## src/rtl/ic_pkg.sv

```systemverilog
// Shared constants and types for the two-output interrupt controller.
// Assumes a byte-addressed register port with 32-bit data.
package ic_pkg;

    localparam int unsigned IC_DATA_W = 32;

    // Register select produced by the address decoder.
    typedef enum logic [1:0] {
        SEL_NONE   = 2'd0,
        SEL_STATUS = 2'd1,
        SEL_ENABLE = 2'd2
    } ic_sel_e;

endpackage

```

## src/rtl/ic_addr_decode.sv

```systemverilog
// Decodes the byte offset of a register access into a register select.
// Assumes the full offset is compared, so aliases never decode.
module ic_addr_decode
    import ic_pkg::*;
#(
    parameter int unsigned ADDR_W     = 8,
    parameter int unsigned STATUS_OFS = 8'h44,
    parameter int unsigned ENABLE_OFS = 8'h48
) (
    input  logic [ADDR_W-1:0] addr,
    input  logic              wr,
    output ic_sel_e           sel,
    output logic              mask_wr
);

    localparam logic [ADDR_W-1:0] STATUS_A = ADDR_W'(STATUS_OFS);
    localparam logic [ADDR_W-1:0] ENABLE_A = ADDR_W'(ENABLE_OFS);

    // Map the offset onto one register or none.
    always_comb begin
        if (addr == STATUS_A) begin
            sel = SEL_STATUS;
        end else if (addr == ENABLE_A) begin
            sel = SEL_ENABLE;
        end else begin
            sel = SEL_NONE;
        end
    end

    // Only the enable register accepts writes.
    always_comb begin
        mask_wr = wr && (sel == SEL_ENABLE);
    end

endmodule

```

## src/rtl/ic_mask_reg.sv

```systemverilog
// Holds the per-line enable mask.
// Assumes synchronous active-low reset; the reset pattern is a parameter.
module ic_mask_reg #(
    parameter int unsigned          LINES      = 32,
    parameter logic [LINES-1:0]     MASK_RESET = '1
) (
    input  logic             clk,
    input  logic             rst_n,
    input  logic             load,
    input  logic [LINES-1:0] load_val,
    output logic [LINES-1:0] mask
);

    // Load a new mask on a decoded write, otherwise hold.
    always_ff @(posedge clk) begin
        if (!rst_n) begin
            mask <= MASK_RESET;
        end else if (load) begin
            mask <= load_val;
        end
    end

endmodule

```

## src/rtl/ic_route.sv

```systemverilog
// Splits the masked pending vector between the fast and normal request
// wires and registers each wire. Assumes FAST_LINE < LINES.
module ic_route #(
    parameter int unsigned LINES     = 32,
    parameter int unsigned FAST_LINE = 8
) (
    input  logic             clk,
    input  logic             rst_n,
    input  logic [LINES-1:0] active,
    output logic             req_normal,
    output logic             req_fast
);

    logic [LINES-1:0] fast_part;
    logic [LINES-1:0] normal_part;

    // Steer each line to exactly one of the two request groups.
    for (genvar i = 0; i < LINES; i++) begin : g_steer
        if (i == FAST_LINE) begin : g_fast
            assign fast_part[i]   = active[i];
            assign normal_part[i] = 1'b0;
        end else begin : g_normal
            assign fast_part[i]   = 1'b0;
            assign normal_part[i] = active[i];
        end
    end

    // Register the OR of each group toward the processor.
    always_ff @(posedge clk) begin
        if (!rst_n) begin
            req_normal <= 1'b0;
            req_fast   <= 1'b0;
        end else begin
            req_normal <= |normal_part;
            req_fast   <= |fast_part;
        end
    end

endmodule

```

## src/rtl/ic_readback.sv

```systemverilog
// Registered read-data path for the register port.
// Assumes the select is decoded from the offset in the same cycle.
module ic_readback
    import ic_pkg::*;
#(
    parameter int unsigned DATA_W = 32
) (
    input  logic              clk,
    input  logic              rst_n,
    input  logic              rd,
    input  ic_sel_e           sel,
    input  logic [DATA_W-1:0] status_val,
    input  logic [DATA_W-1:0] enable_val,
    output logic [DATA_W-1:0] rdata
);

    logic [DATA_W-1:0] rd_mux;

    // Choose the word for the selected register; unknown offsets give zero.
    always_comb begin
        unique case (sel)
            SEL_STATUS: rd_mux = status_val;
            SEL_ENABLE: rd_mux = enable_val;
            default:    rd_mux = '0;
        endcase
    end

    // Capture the word on a read strobe, hold it otherwise.
    always_ff @(posedge clk) begin
        if (!rst_n) begin
            rdata <= '0;
        end else if (rd) begin
            rdata <= rd_mux;
        end
    end

endmodule

```

## src/rtl/ic_fast_split.sv

```systemverilog
// Top of the two-output level interrupt controller. Pending lines are the
// live input levels; the mask gates them; one line feeds the fast request.
// Assumes inputs are already synchronous to clk.
module ic_fast_split
    import ic_pkg::*;
#(
    parameter int unsigned          LINES      = 32,
    parameter int unsigned          FAST_LINE  = 8,
    parameter int unsigned          ADDR_W     = 8,
    parameter int unsigned          STATUS_OFS = 8'h44,
    parameter int unsigned          ENABLE_OFS = 8'h48,
    parameter logic [LINES-1:0]     MASK_RESET = 32'hFFFE_F7FF
) (
    input  logic              clk,
    input  logic              rst_n,
    input  logic [LINES-1:0]  irq_lines,
    input  logic [ADDR_W-1:0] reg_addr,
    input  logic              reg_wr,
    input  logic              reg_rd,
    input  logic [LINES-1:0]  reg_wdata,
    output logic [LINES-1:0]  reg_rdata,
    output logic              req_normal,
    output logic              req_fast
);

    ic_sel_e          sel;
    logic             mask_wr;
    logic [LINES-1:0] en_mask;
    logic [LINES-1:0] masked;

    // Pending bits are the live levels, gated by the enable mask.
    always_comb begin
        masked = irq_lines & en_mask;
    end

    ic_addr_decode #(
        .ADDR_W     (ADDR_W),
        .STATUS_OFS (STATUS_OFS),
        .ENABLE_OFS (ENABLE_OFS)
    ) u_decode (
        .addr    (reg_addr),
        .wr      (reg_wr),
        .sel     (sel),
        .mask_wr (mask_wr)
    );

    ic_mask_reg #(
        .LINES      (LINES),
        .MASK_RESET (MASK_RESET)
    ) u_mask (
        .clk      (clk),
        .rst_n    (rst_n),
        .load     (mask_wr),
        .load_val (reg_wdata),
        .mask     (en_mask)
    );

    ic_route #(
        .LINES     (LINES),
        .FAST_LINE (FAST_LINE)
    ) u_route (
        .clk        (clk),
        .rst_n      (rst_n),
        .active     (masked),
        .req_normal (req_normal),
        .req_fast   (req_fast)
    );

    ic_readback #(
        .DATA_W (LINES)
    ) u_read (
        .clk        (clk),
        .rst_n      (rst_n),
        .rd         (reg_rd),
        .sel        (sel),
        .status_val (masked),
        .enable_val (en_mask),
        .rdata      (reg_rdata)
    );

endmodule

```

## config.mk

```make
export PLATFORM = sky130hd
export DESIGN_NAME = ic_fast_split
export DESIGN_NICKNAME = d
export VERILOG_FILES = /design/src/rtl/ic_pkg.sv /design/src/rtl/ic_addr_decode.sv /design/src/rtl/ic_mask_reg.sv /design/src/rtl/ic_route.sv /design/src/rtl/ic_readback.sv /design/src/rtl/ic_fast_split.sv
export SDC_FILE = /design/constraint.sdc
export NUM_CORES = 1
export LEC_CHECK = 0
export CAP_MARGIN = 20
export CELL_PAD_IN_SITES_DETAIL_PLACEMENT = 0
export CELL_PAD_IN_SITES_GLOBAL_PLACEMENT = 1
export CORE_ASPECT_RATIO = 1.5
export CORE_MARGIN = 2
export CORE_UTILIZATION = 29
export DETAILED_ROUTE_END_ITERATION = 10
export HOLD_SLACK_MARGIN = 0.15
export PLACE_DENSITY = 0.8
export SLEW_MARGIN = 20
export SYNTH_ARGS = -nofsm -noshare
export SYNTH_HDL_FRONTEND = slang
export SYNTH_SLANG_ARGS = --single-unit
```

## constraint.sdc

```tcl
create_clock -name clk -period 1.5 [get_ports clk]
set_clock_uncertainty 0.2 [all_clocks]
set_input_delay 0.225 -clock clk [delete_from_list [all_inputs] [get_ports clk]]
set_output_delay 0.225 -clock clk [all_outputs]
set_load 0.02 [all_outputs]
```

# Word-level counts from Yosys, hierarchy flattened
# Index checks and enable logic that the tools add are counted.
# op_classes
n_mux	3
multipliers	0
div	0
bitwise_logic	1
n_lt_le_gt_ge	0
eq_ne	4
addsub	0
reduce_logical	2
shift	0
# op_table
operator	n
32-bit one-hot mux with 2 select lines	1
32-bit bitwise AND	1
31-bit OR reduction	1
8-bit by 7-bit equality test with 1-bit output (second input constant)	2
2-bit two-way mux	2
2-bit by 1-bit equality test with 1-bit output (second input constant)	1
2-bit equality test (second input constant)	1
1-bit logical AND	1
# word_totals
wordCells	14
latchBits	0
romBits	0
reg_bits	66
mem_count	0
mem_bits_rw	0

# Logic depth before layout (Yosys ltp)
# Gate-level depths: netlist of run 1.
# depth
ltp_word	5
depth_mapped	6

# Cells and area by module
# A second synthesis of run 1 with hierarchy kept.
# hier_totals
cells_unflattened	271
hier_area_um2	3032.9
# modules_own_cells
module	area_per_inst_um2	instances	cells_per_inst
ic_readback	1497.7	1	115
ic_mask_reg	1153.6	1	103
ic_fast_split	200.2	1	32
ic_route	121.4	1	14
ic_addr_decode	60.1	1	7

# Least setup slack after synthesis of run 1
# No wires, ideal clock.
# synth_timing
kind	input port to flip-flop
startpoint	input reg_addr[1]
endpoint	register u_read.rdata[17]
setup_slack_ns	0.079
path_buffers	2
arrival_time_ns	1.155
path_stages	6
cell_sequence	nor4_4 -> and4b_1 -> buf_6 -> buf_8 -> nand2_1 -> a21oi_2
# synth_via
elab_chain_cells	5
word_cells_on_any_way	7
cone_classes	eq/ne (4); mux (3)
# synth_lines
element	line	source
start: declaration	ic_fast_split.sv:17	input logic [ADDR_W-1:0] reg_addr,
8-bit by 7-bit equality test with 1-bit output	ic_addr_decode.sv:23	end else if (addr == ENABLE_A) begin
2-bit two-way mux	ic_addr_decode.sv:23	
2-bit two-way mux *	ic_addr_decode.sv:21	if (addr == STATUS_A) begin
2-bit equality test or 2-bit by 1-bit equality test with 1-bit output (tied branches)	ic_readback.sv:21	unique case (sel)
32-bit one-hot mux with 2 select lines *	ic_readback.sv:21	
end signal: assignment	ic_readback.sv:33	rdata <= rd_mux;
end: declaration	ic_readback.sv:14	output logic [DATA_W-1:0] rdata
# Mark *: on every way between the ends. The rest lies on a longest branch, timed or not.
# A chain may end at the register's enable or synchronous reset.

# Final worst setup path of run 1
# layout_timing
startpoint	input irq_lines[23]
endpoint	register u_route.req_normal
# layout_via
elab_chain_cells	2
# layout_lines
element	line	source
start: declaration	ic_fast_split.sv:16	input logic [LINES-1:0] irq_lines,
32-bit bitwise AND	ic_fast_split.sv:33	masked = irq_lines & en_mask;
31-bit OR reduction	ic_route.sv:34	req_normal <= |normal_part;
end signal: assignment	ic_route.sv:34	
end: declaration	ic_route.sv:10	output logic req_normal,
# No other way between the ends.

==> metrics.txt, run 1 <==
worst setup margin=-0.07902 ns; clk sinks=66; IO Port Bufs=109; Die X-Extent=86.32 um; Worst Path Max Fanout=2; CP arrival=1.60 ns; f_max=633.3 MHz; Worst Max-Slew Pin Slew=0.4409 ns; antenna cells=0; Max Slew Vio Count=0; CTS Buf Count=9; Hold Path Class=primary input to register; #FFs+latches synth=66; Mapped Cells=346; Mapped Avg Cell Area=8.520 um2; asr flop ratio synth=0%; crit start category=primary input; predominant post-synthesis flop cell=dfxtp_1; die area=11,000 um2; CTS tree=yes; DR iter-0 viols=143; DP Cell Count=556; CTS root buf=clkbuf_16; Fill cells=974; GRT Total Usage=19.95%; die height=127.5 um; most frequent cells in the layout=nand2_1 (85), dfxtp_1 (64), clkdlybuf4s50_1 (62), dlygate4sd2_1 (40), nand3_1 (35); WL per Instance=18.30 um; Layout area overhead=63.50%; CP Cell Sequence=clkdlybuf4s50_1 > a22o_1 > a221oi_2 > nand4_1 > o31a_1; CTS clk-pin slew, worst paths=0.05 ns; Clock Tree Buf Depth=2; kind of critical path=primary input to register; # IOs=110; utilization after layout=48.09%; vias in the first global route=2,983; largest net degree at the start of global routing=69; Seq. cell area=1324 um2; Initial DRT Pass Iterations=4; Core Region=10,020 um2; Final HPWL DP=6335 um; Final ANT Viol Nets=0; Critical-path top delay cell=clkdlybuf4s50_1; Max-Cap Viols=0; Setup TNS=-0.07902 ns; WP buf/inv=1; Final period util=105.3%; fin crit period=1.579 ns; Final setup viols=1; row count=45; LEAKAGE=1.972 nW; Post-Layout Cell Count=588; CP top delay family=compound AO/OA/AOI/OAI gates; Crit. End Element=register; first-pass GRT wire length=16,330 um; H-tree levels=3; Ys Warns=0; vias=3,013; DRC=0; Pwr Density=942.4 nW/um2; Starting Density=29.41%; CP Data Required Time=1.52 ns; crit-path max cell delay=0.45 ns; failing checks=setup timing; status=finished, violations left; layout cells sized above 1=19.32%; Fin. Hold Viols=0; initial antenna violation count=0; VDD IR max=0.0005649 V; EDFF count, synth=0; worst skew pair latency=0.33 ns; commonest non-fill, non-tap cell in the layout=nand2_1; multi-input logic area=1534 um2; gr ovfl total=0; vias per cell=5.124; final WL=10,760 um; Seq/Total Area, Yosys=44.82%; Worst slew margin=70.61%; syn nets=422; synth unique cells=26; RSZ-0062 raised after global routing=true; routability-driven placement congestion ratio=0.7454; final net count=542; synthesized cell area=2948 um2; pre-CTS WS=-0.5864 ns
## report_power, final
part           total [mW]  internal, mW  switching [mW]  leakage (nW)
logic               0.593         0.315           0.278          1.29
registers            1.83          1.80          0.0264         0.538
clock network        2.12          1.38           0.745         0.147
total                4.54          3.49            1.05          1.97
## sequential cells by signal, summed over array words and instances (netlist names)
register,count
u_route.req_normal,1
u_mask.mask,32
u_route.req_fast,1
u_read.rdata,32
## Yosys cell counts, types with 2 or more instances
master	number	area, um2
nand2_1	94	352.8
dfxtp_1	66	1321
nand3_1	36	180.2
nand2b_1	32	200.2
o211ai_1	32	240.2
a21oi_2	30	262.8
clkbuf_1	15	56.30
buf_2	7	35.03
a22oi_1	6	45.04
a221oi_1	4	35.03
a22o_1	4	35.03
buf_8	3	45.04
a21oi_1	2	10.01
and3_1	2	12.51
nand4_1	2	12.51
## final timing paths
kind,startpoint,end,slack [ns],cells after the start
worst max register to register,u_mask.mask[23],u_route.req_normal,-0.06,4
worst max-delay path,irq_lines[23],u_route.req_normal,-0.08,5
worst min-delay path,irq_lines[3],u_read.rdata[3],0.002,3
worst min register to register,u_mask.mask[28],u_mask.mask[28],0.28,2
## cell type report
class                   instances  area share [%]
flip-flops and latches         66           27.47
clock buffers                  14           5.478
multi-input cells             251           31.83
repair buffers                138           31.46
well taps                     117           3.037
clock inverters                 2          0.7269
## stage by stage
stage / cell area [um2] / total power, mW / hold WS [ns]
after global routing: 4820 / 4.689 / 0.01285
after CTS: 4831 / 4.582 / 0.2535
after detailed placement: 4208 / 2.460 / 0.2707
final: 4820 / 4.542 / 0.001892
after global placement: 4208 / 2.456 / 0.2640
after floorplan: 2948 / 2.081 / 0.1492
## cell families (layout without fill, tap and decap cells)
logic type | count (synthesis) | count (layout) | synth area share [%]
AO/OA/AOI/OAI | 81 | 81 | 22.20
AND/OR/NAND/NOR | 170 | 170 | 27.42
flip-flops | 66 | 66 | 44.82
buffers and inverters | 29 | 154 | 5.560
## repair_timing
action,in CTS,in global routing
hold buffers,2,1
endpoints found under the hold margin,11,2
pin swaps,12,10
gates resized for setup,71,10
endpoints found under the setup margin,99,33
setup buffers,8,0
gates cloned,8,0
## metal layers
metal	vias to the layer above	part of all wire (%)	global-route usage, %	routed length (um)
li1	1454	-	-	-
met1	1450	39	22.38	4187
met2	91	55	36.47	5872
met3	18	4.1	3.165	442
met4	0	2.4	8.548	260
met5	-	0	0	0
## worst reg2reg max path, delay by kind of cell (launching register included)
kind / cells / cell delay [ns]
AOI/OAI and AO/OA: 3 / 0.79
DFF: 1 / 0.33
and+or+nand+nor: 1 / 0.13
(Power assumes the default switching activity.)
==> run 2: changes to the inputs <==
Settings changed: SKIP_CTS_REPAIR_TIMING set to 1.
==> run 2 against run 1 <==
  * Critical path type unchanged
  * Flip-flop and latch count did not move
  * Core utilization rose by 0.62 points
  * Sequential share of layout area fell by 0.38 points
  * The run still ends with setup timing left
  * Critical path depth did not move
  * Cell count fell by 1.0%
  * Largest power group unchanged
==> metrics.txt, run 2 (same netlist as run 1, synthesis figures left out) <==
worst skew pair latency=0.33 ns (about the same); row count=45 (unchanged); vias=2,946 (was 3,013); CP Cell Sequence=clkdlybuf4s50_1 > a22o_1 > a221oi_2 > nand4_1 > o31a_1 (unchanged); DR iter-0 viols=132 (was 143); final WL=10,680 um (was 10,760 um); DP Cell Count=556 (unchanged); Worst Max-Slew Pin Slew=0.4779 ns (was 0.4409 ns); P_sw=1.048 mW (was 1.050 mW); crit-path max cell delay=0.45 ns (about the same); Starting Density=29.41% (unchanged); Crit. End Element=register (unchanged); LEAKAGE=2.395 nW (was 1.972 nW); FF-to-FF path depth=4 (unchanged); CP top delay family=compound AO/OA/AOI/OAI gates (unchanged); CTS clk-pin slew, worst paths=0.05 ns (about the same); Seq. cell area=1323 um2 (was 1324 um2); vias in the first global route=2,807 (was 2,983); r2r setup slk=-0.10 ns (was -0.06 ns); crit start category=primary input (unchanged); gr ovfl total=0 (unchanged); die area=11,000 um2 (unchanged); most frequent cells in the layout=nand2_1 (92), dfxtp_1 (65), clkdlybuf4s50_1 (64), dlymetal6s2s_1 (43), nand3_1 (35) (was nand2_1 (85), dfxtp_1 (64), clkdlybuf4s50_1 (62), dlygate4sd2_1 (40), nand3_1 (35)); final net count=536 (was 542); Design Area, Final=4882 um2 (was 4820 um2); CTS tree=yes (unchanged); Worst Path Max Fanout=2 (unchanged); Comb power frac=13.6% (was 13.1%); worst setup margin=-0.1238 ns (was -0.07902 ns); hold_sp=rst_n (was irq_lines[3]); fin crit period=1.624 ns (was 1.579 ns); worst reg2reg path startpoint=u_mask.mask[4] (was u_mask.mask[23]); WL per Instance=18.36 um (was 18.30 um); Largest regs=u_mask.mask (32), u_read.rdata (32) (unchanged); Max Slew Vio Count=0 (unchanged); largest net degree at the start of global routing=69 (unchanged); failing checks=setup timing (unchanged); Die X-Extent=86.32 um (unchanged); RSZ-0062 raised after global routing=true (unchanged); Worst slew margin=68.14% (was 70.61%); Fill cells=948 (was 974); Hold Path Class=primary input to register (unchanged); layout cells sized above 1=17.20% (was 19.32%); H-tree levels=3 (unchanged); Clock Tree Buf Depth=2 (unchanged); VDD IR max=0.0005660 V (was 0.0005649 V); GRT Total Usage=17.12% (was 19.95%); multi-input logic area=1528 um2 (was 1534 um2); routability-driven placement congestion ratio=0.7454 (unchanged); CTS Buf Count=9 (unchanged); Pwr Density=936.3 nW/um2 (was 942.4 nW/um2); DRC=0 (unchanged); IO Port Bufs=109 (unchanged); Final HPWL DP=6335 um (unchanged); Net Sw Frac=22.93% (was 23.11%); Final period util=108.3% (was 105.3%); clk sinks=66 (unchanged); initial antenna violation count=0 (unchanged); Critical-path top delay cell=clkdlybuf4s50_1 (unchanged); part of the power in registers=40.0% (was 40.2%); f_max=615.8 MHz (was 633.3 MHz); Hold Path End=u_mask.mask[0] (was u_read.rdata[3]); CP arrival=1.64 ns (was 1.60 ns); first-pass GRT wire length=14,350 um (was 16,330 um); CP Data Required Time=1.52 ns (about the same); kind of critical path=primary input to register (unchanged); Fin. Hold Viols=0 (unchanged); vias per cell=5.062 (was 5.124); CTS root buf=clkbuf_16 (unchanged); Layout area overhead=65.62% (was 63.50%); WP buf/inv=1 (unchanged); antenna cells=0 (unchanged); clock share of power=46.4% (was 46.7%); Max-Cap Viols=0 (unchanged); Post-Layout Cell Count=582 (was 588); utilization after layout=48.71% (was 48.09%); Final ANT Viol Nets=0 (unchanged); # IOs=110 (unchanged); Hold Path Depth=3 (unchanged); Final setup viols=1 (unchanged); DP Area=4208 um2 (unchanged); Tot Pwr=4.571 mW (was 4.542 mW); commonest non-fill, non-tap cell in the layout=nand2_1 (unchanged); Core Region=10,020 um2 (unchanged); die height=127.5 um (unchanged); Internal Power=3.523 mW (was 3.492 mW); Initial DRT Pass Iterations=5 (was 4); R2R Path End=u_route.req_normal (unchanged); status=finished, violations left (unchanged)
## run 2: worst register-to-register path: cells and delay by family (launching register included)
| family | cells | cell delay (ns) |
|---|---|---|
| AND/OR/NAND/NOR | 1 | 0.13 |
| flip-flops | 1 | 0.32 |
| AO/OA/AOI/OAI | 3 | 0.83 |
## run 2: metrics by stage
stage / hold slack (ns) / setup slack, ns / setup TNS [ns]
5_1_grt: 0.1572 / -0.1340 / -0.1532
2_1_floorplan: 0.1492 / 0.07882 / 0
3_5_place_dp: 0.2707 / -0.5864 / -28.40
4_1_cts: 0.1462 / -0.2495 / -13.40
3_3_place_gp: 0.2640 / -0.5601 / -28.21
6_report: 0.1316 / -0.1238 / -0.1238
## run 2: worst max path at each step
stage,start,to,slack [ns],cells after the start
2_1_floorplan,reg_addr[1],u_read.rdata[17],0.08,6
3_3_place_gp,irq_lines[4],u_route.req_normal,-0.56,5
3_5_place_dp,irq_lines[4],u_route.req_normal,-0.59,5
4_1_cts,irq_lines[4],u_route.req_normal,-0.25,5
5_1_grt,irq_lines[7],u_route.req_normal,-0.13,6
6_report,irq_lines[4],u_route.req_normal,-0.12,5
## run 2: routing by layer
metal	track usage (%)	vias up	part of all wire [%]
met3	2.842	14	3.4
met5	0	-	0
met2	30.23	77	54
met1	20.03	1418	40
met4	7.445	0	2.0
li1	-	1437	-
## run 2: cell type report
type                    count  share of cell area (%)
well taps                 117                   2.998
clock inverters             2                  0.7176
multi-input cells         251                   31.29
flip-flops and latches     66                   27.09
clock buffers              14                   5.407
repair buffers            132                   32.50
## run 2: power by group through the flow
stage / Clock [mW] / Combinational [mW] / Sequential [mW]
6_report: 2.12 / 0.623 / 1.83
5_1_grt: 2.23 / 0.656 / 1.83
4_1_cts: 2.15 / 0.597 / 1.83
3_5_place_dp: 0 / 0.594 / 1.87
3_3_place_gp: 0 / 0.591 / 1.87
2_1_floorplan: 0 / 0.166 / 1.92
==> run 3: changes to the inputs <==
Settings changed: CTS_CLUSTER_SIZE set to 12, TNS_END_PERCENT set to 20.
==> run 3 against run 2 <==
  * The flow still finishes with violations (setup timing)
  * First-iteration DRC count shrank 7.6%
  * Flip-flop and latch count is the same
  * Routed wire length shrank 12%
  * Count of clock-buffer cells in the layout is the same
  * Cell area shrank 5.1%
  * Hold slack gained 0.0097 ns
  * Via count shrank 2.3%
  * Critical path depth is the same
  * Sequential share of layout area grew 1.4 points
  * Clock power is essentially flat
  * Critical path type is now register to register
  * Critical endpoint unchanged
  * Largest power group unchanged
==> metrics.txt, run 3 (same netlist as run 1, synthesis figures left out) <==
status=finished, violations left (unchanged); failing checks=setup timing (unchanged); Largest regs=u_mask.mask (32), u_read.rdata (32) (unchanged); largest net degree at the start of global routing=69 (unchanged); DP Area=4208 um2 (unchanged); Clock Tree Buf Depth=2 (unchanged); Comb power frac=12.9% (was 13.6%); Max-Cap Viols=0 (unchanged); Fin. Hold Viols=0 (unchanged); DRC=0 (unchanged); crit start category=register (was primary input); kind of critical path=register to register (was primary input to register); clk sinks=66 (unchanged); Layout area overhead=57.22% (was 65.62%); row count=45 (unchanged); CTS clk-pin slew, worst paths=0.05 ns (about the same); CP arrival=1.66 ns (was 1.64 ns); Hold Path Class=primary input to register (unchanged); vias in the first global route=2,807 (unchanged); LEAKAGE=2.272 nW (was 2.395 nW); Crit. End Element=register (unchanged); Final setup viols=7 (was 1); Fill cells=968 (was 948); WP buf/inv=1 (unchanged); routability-driven placement congestion ratio=0.7454 (unchanged); Final period util=109.8% (was 108.3%); Design Area, Final=4634 um2 (was 4882 um2); final net count=526 (was 536); Die X-Extent=86.32 um (unchanged); f_max=607.2 MHz (was 615.8 MHz); crit-path max cell delay=0.35 ns (was 0.45 ns); VDD IR max=0.0005589 V (was 0.0005660 V); P_sw=1.028 mW (was 1.048 mW); pre-CTS WS=-0.5864 ns (unchanged); CP top delay family=compound AO/OA/AOI/OAI gates (unchanged); worst setup margin=-0.1469 ns (was -0.1238 ns); Worst Max-Slew Pin Slew=0.4149 ns (was 0.4779 ns); fin crit period=1.647 ns (was 1.624 ns); Worst Path Max Fanout=3 (was 2); r2r setup slk=-0.15 ns (was -0.10 ns); H-tree levels=3 (unchanged); CTS tree=yes (unchanged); Hold Path Depth=3 (unchanged); layout cells sized above 1=14.51% (was 17.20%); CTS root buf=clkbuf_16 (unchanged); GRT Total Usage=17.12% (unchanged); part of the power in registers=40.4% (was 40.0%); RSZ-0062 raised after global routing=true (unchanged); final WL=9370 um (was 10,680 um); Core Region=10,020 um2 (unchanged); worst reg2reg path startpoint=u_mask.mask[31] (was u_mask.mask[4]); FF-to-FF path depth=5 (was 4); IO Port Bufs=109 (unchanged); Max Slew Vio Count=0 (unchanged); Hold Path End=u_mask.mask[0] (unchanged); Starting Density=29.41% (unchanged); Final ANT Viol Nets=0 (unchanged); hold_sp=rst_n (unchanged); Pwr Density=976.8 nW/um2 (was 936.3 nW/um2); worst skew pair latency=0.33 ns (about the same); vias per cell=5.033 (was 5.062); CTS Buf Count=9 (unchanged); DR iter-0 viols=122 (was 132); Final HPWL DP=6335 um (unchanged); die height=127.5 um (unchanged); CP Cell Sequence=a22o_1 > a221oi_1 > buf_4 > nand4_1 > o31a_1 (was clkdlybuf4s50_1 > a22o_1 > a221oi_2 > nand4_1 > o31a_1); Initial DRT Pass Iterations=5 (unchanged); Net Sw Frac=22.70% (was 22.93%); WL per Instance=16.38 um (was 18.36 um); antenna cells=0 (unchanged); CP Data Required Time=1.52 ns (about the same); # IOs=110 (unchanged); Worst slew margin=72.34% (was 68.14%); most frequent cells in the layout=nand2_1 (94), clkdlybuf4s50_1 (66), dfxtp_1 (66), dlymetal6s2s_1 (41), nand3_1 (35) (was nand2_1 (92), dfxtp_1 (65), clkdlybuf4s50_1 (64), dlymetal6s2s_1 (43), nand3_1 (35)); Critical-path top delay cell=dfxtp_1 (was clkdlybuf4s50_1); Setup TNS=-0.1898 ns (was -0.1238 ns); gr ovfl total=0 (unchanged); first-pass GRT wire length=14,350 um (unchanged); initial antenna violation count=0 (unchanged); clock share of power=46.7% (was 46.4%); vias=2,879 (was 2,946); Internal Power=3.499 mW (was 3.523 mW); die area=11,000 um2 (unchanged); R2R Path End=u_route.req_normal (unchanged); commonest non-fill, non-tap cell in the layout=nand2_1 (unchanged)
run 3: cell count changes in the layout (fill, tap and decap cells not counted), moves of 2 or more:
cell             previous run  this run
clkdlybuf4s50_1            64        66
clkbuf_16                  16         9
nand2_1                    92        94
dlymetal6s2s_1             43        41
nand2_2                     2         0
run 3: per-stage QoR:
step	instances	util, %	hold WS, ns	power, mW
floorplan	346	-	0.1492	2.081
global placement	556	41.99	0.2640	2.456
detailed placement	556	41.99	0.2707	2.460
CTS	572	44.97	0.1462	4.577
global route	572	46.24	0.1569	4.678
finish	572	46.24	0.1414	4.527
run 3: cell type report:
cell class	count	area (um2)	share of cell area (%)
clock inverters	2	35.03	0.7559
well taps	117	146.4	3.159
flip-flops and latches	66	1321	28.51
multi-input cells	251	1499	32.34
clock buffers	14	264.0	5.697
repair buffers	122	1369	29.54
run 3: per-layer routing:
metal  wire length (um)  track usage, %  part of all wire, %  vias to the layer above
met5                  0               0                    0                        -
met4                216           7.445                  2.3                        0
met3                333           2.842                  3.6                       14
met2               4935           30.23                   53                       70
met1               3884           20.03                   41                     1379
li1                   -               -                    -                     1416
run 3: power by group through the flow:
stage,combinational [mW],clock [mW],sequential (mW)
6_report,0.584,2.11,1.83
5_1_grt,0.618,2.23,1.83
3_5_place_dp,0.594,0,1.87
4_1_cts,0.597,2.15,1.83
3_3_place_gp,0.591,0,1.87
2_1_floorplan,0.166,0,1.92
run 3: worst min-delay path, cell delays in order:
cell	delay, ns
buf_2	0.12
buf_12	0.19
nand3_1	0.09
run 3: worst max-delay path by stage:
stage / from / endpoint / slack [ns] / cells past startpoint
5_1_grt: u_mask.mask[31] / u_route.req_normal / -0.20 / 5
3_5_place_dp: irq_lines[4] / u_route.req_normal / -0.59 / 5
6_report: u_mask.mask[31] / u_route.req_normal / -0.15 / 5
2_1_floorplan: reg_addr[1] / u_read.rdata[17] / 0.08 / 6
3_3_place_gp: irq_lines[4] / u_route.req_normal / -0.56 / 5
4_1_cts: irq_lines[4] / u_route.req_normal / -0.25 / 5
